## src/rtl/ppAdderPkg.sv

```systemverilog
package ppAdderPkg;

  typedef enum logic [1:0] {
    TOPO_KOGGE_STONE = 2'd0,
    TOPO_SKLANSKY    = 2'd1,
    TOPO_BRENT_KUNG  = 2'd2
  } topoT;

  // Number of prefix stages for a word of 2**lg bits.
  function automatic int numStages(topoT t, int lg);
    if (t == TOPO_BRENT_KUNG) return (2 * lg) - 1;
    return lg;
  endfunction

  // Index of the lower operand combined into node i at stage s, or -1 for a wire.
  function automatic int partnerOf(topoT t, int lg, int s, int i);
    int d;
    int l;
    case (t)
      TOPO_SKLANSKY: begin
        d = 1 << (s - 1);
        if ((i & d) != 0) return ((i >> (s - 1)) << (s - 1)) - 1;
        return -1;
      end
      TOPO_BRENT_KUNG: begin
        if (s <= lg) begin
          if (((i + 1) % (1 << s)) == 0) return i - (1 << (s - 1));
          return -1;
        end
        l = (2 * lg) - s;
        d = 1 << (l - 1);
        if ((((i + 1) % (1 << l)) == d) && (i >= (1 << l))) return i - d;
        return -1;
      end
      default: begin
        d = 1 << (s - 1);
        if (i >= d) return i - d;
        return -1;
      end
    endcase
  endfunction

  // A node whose combined span reaches the carry-in only needs a generate output.
  function automatic bit isGreyNode(topoT t, int lg, int s, int i);
    if (t == TOPO_BRENT_KUNG) begin
      if (s <= lg) return (i == ((1 << s) - 1));
      return 1'b1;
    end
    return (i < (1 << s));
  endfunction

endpackage

```

## src/rtl/pgInit.sv

```systemverilog
module pgInit #(
  parameter int N = 32
) (
  input  logic [N-1:0] opA,
  input  logic [N-1:0] opB,
  input  logic         carryIn,
  output logic [N-1:0] gBit,
  output logic [N-1:0] pBit
);
  logic [N-1:0] gRaw;

  assign pBit = opA ^ opB;
  assign gRaw = opA & opB;

  // Fold the carry-in into the generate term of bit 0.
  if (N > 1) begin : wide
    assign gBit = {gRaw[N-1:1], gRaw[0] | (pBit[0] & carryIn)};
  end else begin : narrow
    assign gBit = gRaw[0] | (pBit[0] & carryIn);
  end
endmodule

```

## src/rtl/prefixTree.sv

```systemverilog
module prefixTree
  import ppAdderPkg::*;
#(
  parameter int   N    = 32,
  parameter topoT TOPO = TOPO_KOGGE_STONE
) (
  input  logic [N-1:0] gIn,
  input  logic [N-1:0] pIn,
  output logic [N-1:0] gPre
);
  localparam int LG     = $clog2(N);
  localparam int STAGES = numStages(TOPO, LG);

  for (genvar s = 0; s <= STAGES; s++) begin : stage
    logic [N-1:0] gV;
    logic [N-1:0] pV;
    if (s == 0) begin : seed
      assign gV = gIn;
      assign pV = pIn;
    end else begin : build
      for (genvar i = 0; i < N; i++) begin : node
        localparam int J    = partnerOf(TOPO, LG, s, i);
        localparam bit GREY = isGreyNode(TOPO, LG, s, i);
        if (J < 0) begin : wire_through
          assign gV[i] = stage[s-1].gV[i];
          assign pV[i] = stage[s-1].pV[i];
        end else if (GREY) begin : grey_cell
          assign gV[i] = stage[s-1].gV[i] | (stage[s-1].pV[i] & stage[s-1].gV[J]);
          assign pV[i] = stage[s-1].pV[i];
        end else begin : black_cell
          assign gV[i] = stage[s-1].gV[i] | (stage[s-1].pV[i] & stage[s-1].gV[J]);
          assign pV[i] = stage[s-1].pV[i] & stage[s-1].pV[J];
        end
      end
    end
  end

  assign gPre = stage[STAGES].gV;

  logic unusedLastP;
  assign unusedLastP = ^stage[STAGES].pV;
endmodule

```

## src/rtl/sumStage.sv

```systemverilog
module sumStage #(
  parameter int N = 32
) (
  input  logic [N-1:0] pBit,
  input  logic [N-1:0] carryVec,
  output logic [N-1:0] sumOut
);
  assign sumOut = pBit ^ carryVec;
endmodule

```

## src/rtl/ppAdder.sv

```systemverilog
module ppAdder
  import ppAdderPkg::*;
#(
  parameter int   N    = 32,
  parameter topoT TOPO = TOPO_KOGGE_STONE
) (
  input  logic [N-1:0] opA,
  input  logic [N-1:0] opB,
  input  logic         carryIn,
  output logic [N-1:0] sumOut,
  output logic         carryOut
);
  logic [N-1:0] gBit;
  logic [N-1:0] pBit;
  logic [N-1:0] gPre;
  logic [N-1:0] carryVec;

  pgInit #(.N(N)) uPg (
    .opA(opA), .opB(opB), .carryIn(carryIn), .gBit(gBit), .pBit(pBit)
  );

  prefixTree #(.N(N), .TOPO(TOPO)) uTree (
    .gIn(gBit), .pIn(pBit), .gPre(gPre)
  );

  if (N > 1) begin : carryWide
    assign carryVec = {gPre[N-2:0], carryIn};
  end else begin : carryNarrow
    assign carryVec = carryIn;
  end

  assign carryOut = gPre[N-1];

  sumStage #(.N(N)) uSum (
    .pBit(pBit), .carryVec(carryVec), .sumOut(sumOut)
  );
endmodule

```

## config.mk

```make
export PLATFORM = sky130hd
export DESIGN_NAME = ppAdder
export DESIGN_NICKNAME = d
export VERILOG_FILES = /design/src/rtl/ppAdderPkg.sv /design/src/rtl/pgInit.sv /design/src/rtl/prefixTree.sv /design/src/rtl/sumStage.sv /design/src/rtl/ppAdder.sv
export SDC_FILE = /design/constraint.sdc
export NUM_CORES = 1
export LEC_CHECK = 0
export BUFFER_PORTS_ARGS = -buffer_cell sky130_fd_sc_hd__buf_2
export CORE_ASPECT_RATIO = 0.75
export CORE_MARGIN = 4
export CORE_UTILIZATION = 49
export DETAILED_ROUTE_END_ITERATION = 8
export GPL_TIMING_DRIVEN = 1
export PLACE_DENSITY = 0.85
export SYNTH_ARGS = -nofsm -noshare
export SYNTH_HDL_FRONTEND = slang
export SYNTH_SLANG_ARGS = --single-unit
```

## constraint.sdc

```tcl
create_clock -name vclk -period 4.26
set_input_delay 0.852 -clock vclk [all_inputs]
set_output_delay 0.852 -clock vclk [all_outputs]
set_load 0.02 [all_outputs]
```

# --- After elaboration in Yosys (flattened, before gate mapping) ---
# Index checks and enable logic that the tools add are counted.
op_classes:
  bitwise_logic: 361
op_table:
  columns: ["operator", "n"]
  rows:
  - ["1-bit AND", 228]
  - ["1-bit bitwise OR", 130]
  - ["32-bit XOR", 2]
  - ["32-bit AND", 1]
word_totals:
  register_bits: 0
  out_inout_bits: 33

# --- Logic depth before layout (Yosys ltp) ---
depth:
  word_depth: 13
  mapped_depth: 8

# --- By module ---
# A second synthesis with hierarchy kept.
unflattened:
  cells_unflattened: 189
  hier_area_um2: 1465.2
by_module_without_submodules:
  columns: ["module", "n_inst", "cells_each", "area_per_inst_um2", "seq_area_each_um2"]
  rows:
  - ["prefixTree", 1, 124, 777.0, 0.0]
  - ["pgInit", 1, 33, 407.9, 0.0]
  - ["sumStage", 1, 32, 280.3, 0.0]

# --- Least setup slack after synthesis ---
# No wires, ideal clock.
synth_path:
  path_kind: "input to output"
  startpoint: "in opA[0]"
  endpoint: "out sumOut[28]"
  arrival_time_ns: 3.280
  required_ns: 3.408
  setup_slack_ns: 0.128
  path_stages: 8
  path_buffers: 0
  path_cell_list: "fa_1 -> fa_1 -> a21o_1 -> a221oi_4 -> o211a_4 -> or3_1 -> mux2i_1 -> a311oi_1"
synth_via:
  elab_chain_len: 12
  word_cells_on_any_way: 13
  classes_between: "bitwise: 13"
synth_rtl:
  columns: ["element", "line_no", "text"]
  rows:
  - ["from (decl)", "ppAdder.sv:7", "input logic [N-1:0] opA,"]
  - ["32-bit XOR", "pgInit.sv:12", "assign pBit = opA ^ opB;"]
  - ["1-bit AND", "pgInit.sv:17", "assign gBit = {gRaw[N-1:1], gRaw[0] | (pBit[0] & carryIn)};"]
  - ["1-bit bitwise OR (*)", "pgInit.sv:17", null]
  - ["1-bit AND (*)", "prefixTree.sv:28", "assign gV[i] = stage[s-1].gV[i] | (stage[s-1].pV[i] & stage[s-1].gV[J]);"]
  - ["1-bit bitwise OR (*)", "prefixTree.sv:28", null]
  - ["1-bit AND (*)", "prefixTree.sv:28", null]
  - ["1-bit bitwise OR (*)", "prefixTree.sv:28", null]
  - ["1-bit AND (*)", "prefixTree.sv:28", null]
  - ["1-bit bitwise OR (*)", "prefixTree.sv:28", null]
  - ["1-bit AND (*)", "prefixTree.sv:28", null]
  - ["1-bit bitwise OR (*)", "prefixTree.sv:28", null]
  - ["32-bit XOR (*)", "sumStage.sv:8", "assign sumOut = pBit ^ carryVec;"]
  - ["to (decl)", "ppAdder.sv:10", "output logic [N-1:0] sumOut,"]
# Mark *: on every way between the ends. The rest lies on a longest branch, timed or not.

# --- Worst setup path after layout ---
layout_path:
  startpoint: "in opA[0]"
  endpoint: "out sumOut[16]"
# Same word-level chain as after synthesis.

==> impl_metrics.env <==
export IMPL_drv_cap=0
export IMPL_seqCellArea_um2=0
export IMPL_drtAntennaViolNets=0
export IMPL_num_vias=2482
export IMPL_dp_hpwl_um=5130
export IMPL_rsz0062_at_grt="no"
export IMPL_overflow=0
export IMPL_period_share_pct=96.4
export IMPL_vdd_ir_drop_max_mv=0.107
export IMPL_end_kind="primary output"
export IMPL_num_rows=19
export IMPL_p_leak_nw=1.22
export IMPL_antenna_found_initial=0
export IMPL_grt_max_degree=13
export IMPL_cts_hold_fix_buffers=0
export IMPL_comb_power_share_pct=100.0
export IMPL_syn_mean_instance_area_um2=7.28
export IMPL_max_freq_ghz=0.243
export IMPL_drt_iter0_drc=191
export IMPL_grt_pass1_wl_um=9560
export IMPL_track_usage_pct=22.0
export IMPL_synth_area_mm2=0.00194
export IMPL_final_common_cell="buf_2"
export IMPL_setup_slack_ns=0.152
export IMPL_grt_pass1_vias=2237
export IMPL_worst_ep_required_time_ns=3.41
export IMPL_fin_crit_ns=4.11
export IMPL_critPathMaxFanout=4
export IMPL_dieHeight_um=62.5
export IMPL_slew_limit_headroom_pct=64.3
export IMPL_swShare_pct=60.7
export IMPL_area_growth_pct=29.2
export IMPL_core_mm2=0.00373
export IMPL_p_seq_share_pct=0
export IMPL_p_clk_share_pct=0
export IMPL_final_cell_mix="buf_2 (97), a21oi_1 (33), ha_1 (31)"
export IMPL_drive_gt1_share_pct=34.1
export IMPL_p_int_mw=0.203
export IMPL_worst_setup_path_start_kind="primary input"
export IMPL_status="complete, no violations"
export IMPL_routed_via_density=6.01
export IMPL_syn_nets=365
export IMPL_yosysSeqAreaShare_pct=0
export IMPL_post_route_util_pct=67.2
export IMPL_gp_congestion=0.934
export IMPL_dp_slack_ns=0.0182
export IMPL_setup_tns_ns=0
export IMPL_hp_class="primary input to primary output"
export IMPL_p_sw_mw=0.314
export IMPL_yosys_warnings=0
export IMPL_start_util_pct=52.1
export IMPL_totalWireLength_um=5960
export IMPL_drcViolationCount=0
export IMPL_diodes=0
export IMPL_powerDensity_mw_per_mm2=206
export IMPL_setup_viol=0
export IMPL_nets=461
export IMPL_critPathKind="primary input to primary output"
export IMPL_yosysUniqueCellTypes=54
export IMPL_die_width_um=80.7
export IMPL_port_buffers=98
export IMPL_clock_buffers=0
export IMPL_crit_arrival_ns=3.26
export IMPL_drt_pre_antenna_iters=5
export IMPL_floorplan_die_area_mm2=0.00505
export IMPL_ios=98
export IMPL_worst_pin_slew_ns=0.531
export IMPL_n_fill_cell=331
export IMPL_total_power_mw=0.517
export IMPL_avgRoutedWirePerCell_um=14.4
export IMPL_final_hold_viol_count=0
export IMPL_syn_inst=267
export IMPL_drv_slew=0
export IMPL_design_seq_count=0
[worst paths after layout]
kind	from	endpoint	slack, ns	depth (start not counted)
setup / recovery	opA[0]	sumOut[16]	0.15	10
hold / removal	carryIn	sumOut[0]	2.13	3
[critical path, cell delays in order]
cell	delay (ns)
buf_2	0.11
fa_2	0.41
fa_2	0.36
a21o_1	0.23
a221oi_4	0.32
o211a_4	0.22
nor2_1	0.06
a311o_1	0.37
xor2_1	0.15
buf_4	0.16
[repair_timing]
item                       CTS  global route
setup endpoints to repair    0             6
setup buffers                0             1
gates resized for setup      0             4
[synthesized netlist by cell type (4+ instances only)]
cell type   n  area [µm²]
inv_1       5        18.8
a21o_1     10        75.1
nand2_1    29         109
a21oi_1    33         165
o211ai_1    5        37.5
o21a_1      5        37.5
xor2_1     12         105
o21ai_0    11        55.1
o21ai_1     6        30.0
xnor2_1    15         131
nand4_1     8        50.1
nor2_1     22        82.6
a211oi_1    4        30.0
o21bai_1    5        37.5
clkbuf_1    5        18.8
ha_1       31         388
buf_2       5        25.0
[power groups by stage]
stage | Combinational, mW | Clock [mW] | Sequential (mW)
floorplan | 0.356 | 0 | 0
global placement | 0.501 | 0 | 0
detailed placement | 0.508 | 0 | 0
CTS | 0.511 | 0 | 0
global route | 0.565 | 0 | 0
finish | 0.517 | 0 | 0
[metrics by stage]
| stage | cell area, µm² | std cells | hold slack [ns] |
|---|---|---|---|
| CTS | 2490 | 412 | 2.10 |
| finish | 2510 | 413 | 2.13 |
| global placement | 2490 | 412 | 2.08 |
| floorplan | 1940 | 267 | 1.95 |
| global route | 2510 | 413 | 2.15 |
| detailed placement | 2490 | 412 | 2.10 |
[final cells by class]
cell class         instances  area, µm²  area share [%]
inverters                  5       18.8           0.748
well taps                 52       65.1            2.59
multi-input cells        252       1890            75.2
repair buffers           104        538            21.4
[kinds of logic (layout without fill, tap and decap cells)]
kind of cell	after synthesis	count (layout)	share of synthesized area, %
buf+inv	15	109	3.22
fa+ha+maj	33	33	22.0
compound gates	109	109	41.5
simple gates	80	80	19.5
xor+xnor	27	27	12.2
mux	3	3	1.61
[layer usage]
metal	track usage, %	vias to the layer above	share of wire (%)
met5	0	-	0
met4	2.11	0	0.13
met3	1.87	2	11
met2	35.3	143	44
met1	32.6	1125	45
li1	-	1212	-
No activity file was read; power rests on OpenSTA's default activity.
